$ cat src/rtl/cc_alu_pkg.sv
package cc_alu_pkg;

    typedef enum logic [3:0] {
        OP_ADD  = 4'd0,
        OP_SUB  = 4'd1,
        OP_CMP  = 4'd2,
        OP_NEG  = 4'd3,
        OP_INC  = 4'd4,
        OP_DEC  = 4'd5,
        OP_AND  = 4'd6,
        OP_OR   = 4'd7,
        OP_XOR  = 4'd8,
        OP_MOV  = 4'd9,
        OP_MOVF = 4'd10,
        OP_ANDC = 4'd11,
        OP_ORC  = 4'd12,
        OP_XORC = 4'd13,
        OP_RSVA = 4'd14,
        OP_RSVB = 4'd15
    } alu_op_e;

    typedef enum logic [1:0] {
        SZ_BYTE  = 2'd0,
        SZ_WORD  = 2'd1,
        SZ_LONG  = 2'd2,
        SZ_LONGX = 2'd3
    } alu_size_e;

    // bit 3 .. bit 0
    typedef struct packed {
        logic n;
        logic z;
        logic v;
        logic c;
    } ccr_t;

    localparam int CCR_W = 4;

endpackage

$ cat src/rtl/cc_size_decode.sv
module cc_size_decode
    import cc_alu_pkg::*;
#(
    parameter int DATA_W = 32
) (
    input  alu_size_e           size_i,
    output logic [DATA_W-1:0]   mask_o,
    output logic [DATA_W-1:0]   sign_o
);
    localparam int QTR_W  = DATA_W / 4;
    localparam int HALF_W = DATA_W / 2;

    always_comb begin
        unique case (size_i)
            SZ_BYTE:  mask_o = {{(DATA_W-QTR_W){1'b0}},  {QTR_W{1'b1}}};
            SZ_WORD:  mask_o = {{(DATA_W-HALF_W){1'b0}}, {HALF_W{1'b1}}};
            SZ_LONG:  mask_o = {DATA_W{1'b1}};
            SZ_LONGX: mask_o = {DATA_W{1'b1}};
        endcase
    end

    // single bit at the top of the selected size
    assign sign_o = mask_o ^ (mask_o >> 1);

endmodule

$ cat src/rtl/cc_alu_core.sv
module cc_alu_core
    import cc_alu_pkg::*;
#(
    parameter int DATA_W = 32
) (
    input  alu_op_e             op_i,
    input  logic [DATA_W-1:0]   a_i,
    input  logic [DATA_W-1:0]   b_i,
    input  logic [DATA_W-1:0]   mask_i,
    input  logic [DATA_W-1:0]   sign_i,
    input  ccr_t                cur_i,
    output logic [DATA_W-1:0]   res_o,
    output logic                wr_o,
    output ccr_t                nxt_o
);
    logic [DATA_W-1:0] a_m, b_m, raw;
    logic [DATA_W:0]   sum_w, dif_w;
    logic [DATA_W-1:0] sum_r, dif_r, neg_r;
    logic              sa, sb, s_sum, s_dif;
    logic              carry, borrow;
    logic              upd_nz;
    logic [CCR_W-1:0]  lit;

    assign a_m    = a_i & mask_i;
    assign b_m    = b_i & mask_i;
    assign sum_w  = {1'b0, a_m} + {1'b0, b_m};
    assign dif_w  = {1'b0, a_m} - {1'b0, b_m};
    assign sum_r  = sum_w[DATA_W-1:0] & mask_i;
    assign dif_r  = dif_w[DATA_W-1:0] & mask_i;
    assign neg_r  = (~a_m + 1'b1) & mask_i;
    assign carry  = |(sum_w & ~{1'b0, mask_i});
    assign borrow = dif_w[DATA_W];
    assign sa     = |(a_m & sign_i);
    assign sb     = |(b_m & sign_i);
    assign s_sum  = |(sum_r & sign_i);
    assign s_dif  = |(dif_r & sign_i);
    assign lit    = b_i[CCR_W-1:0];

    always_comb begin
        raw    = '0;
        wr_o   = 1'b0;
        upd_nz = 1'b0;
        nxt_o  = cur_i;
        unique case (op_i)
            OP_ADD: begin
                raw = sum_r; wr_o = 1'b1; upd_nz = 1'b1;
                nxt_o.c = carry;
                nxt_o.v = (sa == sb) && (s_sum != sa);
            end
            OP_SUB, OP_CMP: begin
                raw = dif_r; wr_o = (op_i == OP_SUB); upd_nz = 1'b1;
                nxt_o.c = borrow;
                nxt_o.v = (sa != sb) && (s_dif != sa);
            end
            OP_NEG: begin
                raw = neg_r; wr_o = 1'b1; upd_nz = 1'b1;
                nxt_o.c = (a_m != '0);
                nxt_o.v = (a_m == sign_i);
            end
            OP_INC: begin
                raw = a_m + 1'b1; wr_o = 1'b1; upd_nz = 1'b1;
                nxt_o.v = (a_m == (mask_i >> 1));
            end
            OP_DEC: begin
                raw = a_m - 1'b1; wr_o = 1'b1; upd_nz = 1'b1;
                nxt_o.v = (a_m == sign_i);
            end
            OP_AND: begin raw = a_m & b_m; wr_o = 1'b1; upd_nz = 1'b1; nxt_o.v = 1'b0; end
            OP_OR:  begin raw = a_m | b_m; wr_o = 1'b1; upd_nz = 1'b1; nxt_o.v = 1'b0; end
            OP_XOR: begin raw = a_m ^ b_m; wr_o = 1'b1; upd_nz = 1'b1; nxt_o.v = 1'b0; end
            OP_MOV: begin raw = b_m; wr_o = 1'b1; upd_nz = 1'b1; nxt_o.v = 1'b0; end
            OP_MOVF: begin raw = b_m; upd_nz = 1'b1; nxt_o.v = 1'b0; end
            OP_ANDC: nxt_o = cur_i & lit;
            OP_ORC:  nxt_o = cur_i | lit;
            OP_XORC: nxt_o = cur_i ^ lit;
            OP_RSVA, OP_RSVB: ;
        endcase
        res_o = raw & mask_i;
        if (upd_nz) begin
            nxt_o.n = |(res_o & sign_i);
            nxt_o.z = (res_o == '0);
        end
    end

endmodule

$ cat src/rtl/cc_flag_reg.sv
module cc_flag_reg
    import cc_alu_pkg::*;
(
    input  logic clk,
    input  logic rst_n,
    input  logic upd_i,
    input  ccr_t d_i,
    output ccr_t q_o
);
    always_ff @(posedge clk or negedge rst_n) begin
        if (!rst_n)
            q_o <= '0;
        else if (upd_i)
            q_o <= d_i;
    end

endmodule

$ cat src/rtl/cc_alu.sv
module cc_alu
    import cc_alu_pkg::*;
#(
    parameter int DATA_W = 32
) (
    input  logic              clk,
    input  logic              rst_n,
    input  logic              op_valid,
    input  logic [3:0]        op_code,
    input  logic [1:0]        op_size,
    input  logic [DATA_W-1:0] opnd_a,
    input  logic [DATA_W-1:0] opnd_b,
    output logic [DATA_W-1:0] result,
    output logic              result_we,
    output logic [CCR_W-1:0]  ccr
);
    logic [DATA_W-1:0] mask, sign;
    logic              wr;
    ccr_t              cur, nxt;

    cc_size_decode #(.DATA_W(DATA_W)) u_size (
        .size_i (alu_size_e'(op_size)),
        .mask_o (mask),
        .sign_o (sign)
    );

    cc_alu_core #(.DATA_W(DATA_W)) u_core (
        .op_i   (alu_op_e'(op_code)),
        .a_i    (opnd_a),
        .b_i    (opnd_b),
        .mask_i (mask),
        .sign_i (sign),
        .cur_i  (cur),
        .res_o  (result),
        .wr_o   (wr),
        .nxt_o  (nxt)
    );

    cc_flag_reg u_ccr (
        .clk   (clk),
        .rst_n (rst_n),
        .upd_i (op_valid),
        .d_i   (nxt),
        .q_o   (cur)
    );

    assign result_we = op_valid && wr;
    assign ccr       = cur;

endmodule

$ cat config.mk
export PLATFORM = sky130hd
export DESIGN_NAME = cc_alu
export DESIGN_NICKNAME = d
export VERILOG_FILES = /design/src/rtl/cc_alu_pkg.sv /design/src/rtl/cc_size_decode.sv /design/src/rtl/cc_alu_core.sv /design/src/rtl/cc_flag_reg.sv /design/src/rtl/cc_alu.sv
export SDC_FILE = /design/constraint.sdc
export NUM_CORES = 1
export LEC_CHECK = 0
export ABC_AREA = 1
export BUFFER_PORTS_ARGS = -buffer_cell sky130_fd_sc_hd__buf_2
export CORE_ASPECT_RATIO = 0.6
export CORE_MARGIN = 4
export CORE_UTILIZATION = 60
export CTS_CLUSTER_DIAMETER = 30
export DETAILED_ROUTE_END_ITERATION = 7
export PLACE_DENSITY = 0.8
export SYNTH_ARGS = -nofsm -noshare
export SYNTH_HDL_FRONTEND = slang
export SYNTH_SLANG_ARGS = --single-unit
$ cat constraint.sdc
create_clock -name clk -period 4 [get_ports clk]
set_clock_uncertainty 0.15 [all_clocks]
set_input_delay 0.2 -clock clk [delete_from_list [all_inputs] [get_ports clk]]
set_output_delay 0.2 -clock clk [all_outputs]
set_load 0.05 [all_outputs]
==> results.tsv <==
stage	metric	value	unit
status	result of the run	finished clean	
finish	Seq. cell area	100	um2
sta	setup TNS after final layout	0	ns
finish	net count of the finished layout	2763	
logic_synthesis	asr flop ratio synth	100	%
sta	unrepaired setup endpoints after global routing	no	
worst_setup_path	Worst Path Required	3.65	ns
global_route	maximum number of pins on one net before global-route repair	37	
finish	largest registers	u_ccr.q_o x4	
sta	max_slew headroom	49.9	%
cts	Clock H-tree levels	1	
cts	clock input transition at the sequential cells of the worst setup and hold paths	0.04	ns
sta	peak clock frequency supported by timing	0.256	GHz
worst_setup_path	type of the worst setup path	in -> out	
finish	antenna cells	0	
floorplanning	Core Footprint	19300	um2
place	half-perimeter wire length of the detailed placement result	46.9	mm
worst_setup_path	Cell Chain, Critical Path	buf_2 -> clkinv_4 -> nand2_2 -> nand2_1 -> ha_1 -> inv_1 -> a21oi_1 -> nand2_1 -> inv_1 -> nand3_1 -> nand2_1 -> nand2_1 -> nand2_1 -> nand3_1 -> nand2_1 -> nor2_1 -> nor2_1 -> buf_2	
global_route	first-pass GRT wire length	81.8	mm
place	cell area after placement	12700	um2
cts	maximum clock insertion buffer count	2	
drt	violation count after the first detailed-route iteration	3316	
flow_run	max capacitance violation total	0	
worst_setup_path	arrival time at the worst endpoint	3.56	ns
place	routability-driven placement congestion ratio	1.19	
floorplanning	die span in y	117	um
logic_synthesis	number of cells produced by synthesis	2450	
worst_setup_path	maximum cell stage delay along the critical path	0.57	ns
worst_hold_path	worst hold path class	in -> async	
logic_synthesis	Synth Area per Inst	4.89	um2
worst_setup_path	category of the worst setup path launch point	primary input	
logic_synthesis	area of the mapped netlist	12000	um2
drt	routed length per placed instance	20.0	um
sta	Final Max Slew Viols	0	
cts	total CTS buffers	3	
global_route	Tot GR Track Use	46.7	%
worst_setup_path	worst path bufs/invs	5	
power_and_ir_drop	Leakage Power	7.94	nW
logic_synthesis	Synth Flop Type	dfrtp_1	
finish	area added between synthesis and finish	6.95	%
cts	clock latency on the worst-skew pair	0.23	ns
place	quantity of I/O buffers inserted on ports	109	
drt	count of TritonRoute iterations in the first routing pass	8	
logic_synthesis	top cells by area, synth	nand2_1 28%, ha_1 16%, inv_1 14%	
floorplanning	row count	39	
sta	Final period util	97.8	%
finish	final design instance area without fill	12800	um2
cts	clock tree from TritonCTS	done	
logic_synthesis	fraction of post-synthesis cell area in the top cell type by area	27.7	%
drt	Vias/cell	6.09	
logic_synthesis	count of unique library cells instantiated by Yosys	46	
cts	clock root buffer	clkbuf_16	
logic_synthesis	cell taking the most area after synthesis	nand2_1	
sta	Tightest Pin Transition	0.751	ns
finish	Layout fillers	2005	
floorplanning	number of I/O pins	110	
finish	total area of multi-input combinational cells	9820	um2
global_route	via count of the first global-routing pass	14700	
power_and_ir_drop	IR Drop Worst-Case VDD	124	uV
logic_synthesis	count of warnings emitted by yosys	0	
sta	number of failing hold endpoints at the final stage	0	
floorplanning	Die ar.	22400	um2
drt	number of antenna-violating nets in the routed design	0	
global_route	global route overflow	0	
worst_setup_path	slowest stage cell, crit path	ha_1	
floorplanning	die width	190	um
floorplanning	Initial Utilization	62.0	%
worst_setup_path	element type at the critical path end	output port	
worst_setup_path	Max FO, Critical Path	17	
global_route	initial antenna violation count	0	
drt	drc violations	0	
power_and_ir_drop	total power per unit cell area	155	nW/um2
sta	minimum clock period after layout	3.91	ns
logic_synthesis	share of synthesized area occupied by flip-flops and latches	0.835	%
cts	clock sink total	4	
finish	max reg flops	4	
logic_synthesis	syn nets	2678	
drt	count of vias placed by the detailed router	17100	
drt	total detailed-routing wirelength	56.1	mm
logic_synthesis	EDFF count, synth	0	
worst_setup_path	critical path's top delay family	simple AND/OR/NAND/NOR gates	
finish	ratio of cells with drive above 1 in the final layout	7.58	%
logic_synthesis	post-synthesis sequential element count	4	
finish	top register by number of flip-flops	u_ccr.q_o	
sta	setup-violating endpoint count in the final report	0	
worst_setup_path	cell seen most often among critical-path stages	nand2_1	
-- Yosys cell counts, types with 2 or more instances --
cell and number:
nor2_1 278, nor4_1 3, buf_6 4, a21oi_1 99
xor2_1 5, nand3b_1 13, o21ai_0 61, or2_2 5
o21bai_1 18, nand2_1 883, buf_2 35, and2_1 3
nor2_2 11, o21ai_1 6, inv_1 447, dfrtp_1 4
o22ai_1 16, a221oi_1 8, o221ai_1 2, inv_2 5
ha_1 152, a22oi_1 3, a31oi_1 7, nand4_1 42
nand2_4 3, clkbuf_1 5, nor2_4 5, fa_1 3
clkbuf_8 5, a21boi_0 3, o211ai_1 7, buf_4 3
nand2_2 12, o2111ai_1 5, nor3_1 22, nand3_1 256
buf_1 2
-- final cells by class --
class	count	share of cell area [%]
clock buffer	3	0.586
inverter	455	13.4
multi-input combinational	1935	76.6
sequential	4	0.781
tap	266	2.60
timing repair buffer	136	5.99
-- report_power, final --
part	leakage (nW)	internal (W)	total, W	switching, W
logic	7.85	0.000464	0.00176	0.00129
registers	0.0493	0.0000477	0.0000581	0.0000104
clock network	0.0370	0.000128	0.000164	0.0000356
-- placed cells by master (no fill, tap or decap), drive strengths merged, types with 22 or more instances in the layout --
master	instances
nand4	42
buf	135
a21oi	99
nor3	22
o21ai	68
nand2	898
ha	152
nand3	257
inv	451
nor2	294
-- cell families (layout without fill, tap and decap cells) --
| group | after synthesis | in the layout | synth area share (%) |
|---|---|---|---|
| AO/OA/AOI/OAI | 237 | 237 | 11.3 |
| XOR/XNOR | 5 | 5 | 0.365 |
| flip-flops | 4 | 4 | 0.835 |
| buffers and inverters | 511 | 594 | 17.3 |
| AND/OR/NAND/NOR | 1538 | 1538 | 53.8 |
| adder cells (fa/ha/maj) | 155 | 155 | 16.4 |
-- path summary, 6_finish.rpt --
check	slack (ns)	depth (start not counted)	start	endpoint
min	0.18	2	rst_n	u_ccr.q_o[1]$_DFFE_PN0P_
min in group clk	0.20	4	op_valid	u_ccr.q_o[0]$_DFFE_PN0P_
max in group asynchronous	3.36	2	rst_n	u_ccr.q_o[3]$_DFFE_PN0P_
max reg2reg	2.39	6	u_ccr.q_o[3]$_DFFE_PN0P_	u_ccr.q_o[3]$_DFFE_PN0P_
max	0.09	18	op_size[1]	result[19]
min reg2reg	0.44	2	u_ccr.q_o[0]$_DFFE_PN0P_	u_ccr.q_o[0]$_DFFE_PN0P_
-- repair_timing --
item	4_1_cts	5_1_grt
endpoints found under the hold margin	4	0
resized for setup	0	5
setup buffers	0	5
setup endpoints to repair	0	6
hold buffers	1	0
-- per-layer routing --
| metal | part of all wire (%) | track usage, % |
|---|---|---|
| met1 | 39 | 64.6 |
| met3 | 23 | 30.5 |
| met5 | 0.16 | 2.94 |
| met2 | 35 | 60.5 |
| met4 | 3.0 | 7.40 |
-- metrics by stage --
stage	setup slack [ns]	utilization, %	hold slack [ns]	std cells	total power [W]
6_report	0.0868	66.3	0.181	2799	0.00198
5_1_grt	0.0127	66.3	0.198	2799	0.00208
4_1_cts	0.148	66.0	0.174	2794	0.00185
3_5_place_dp	0.158	65.6	-0.124	2790	0.00169
3_3_place_gp	0.112	65.6	-0.124	2790	0.00166
2_1_floorplan	0.0486	-	-0.246	2450	0.00119
Power figures use the tool's default switching activity.
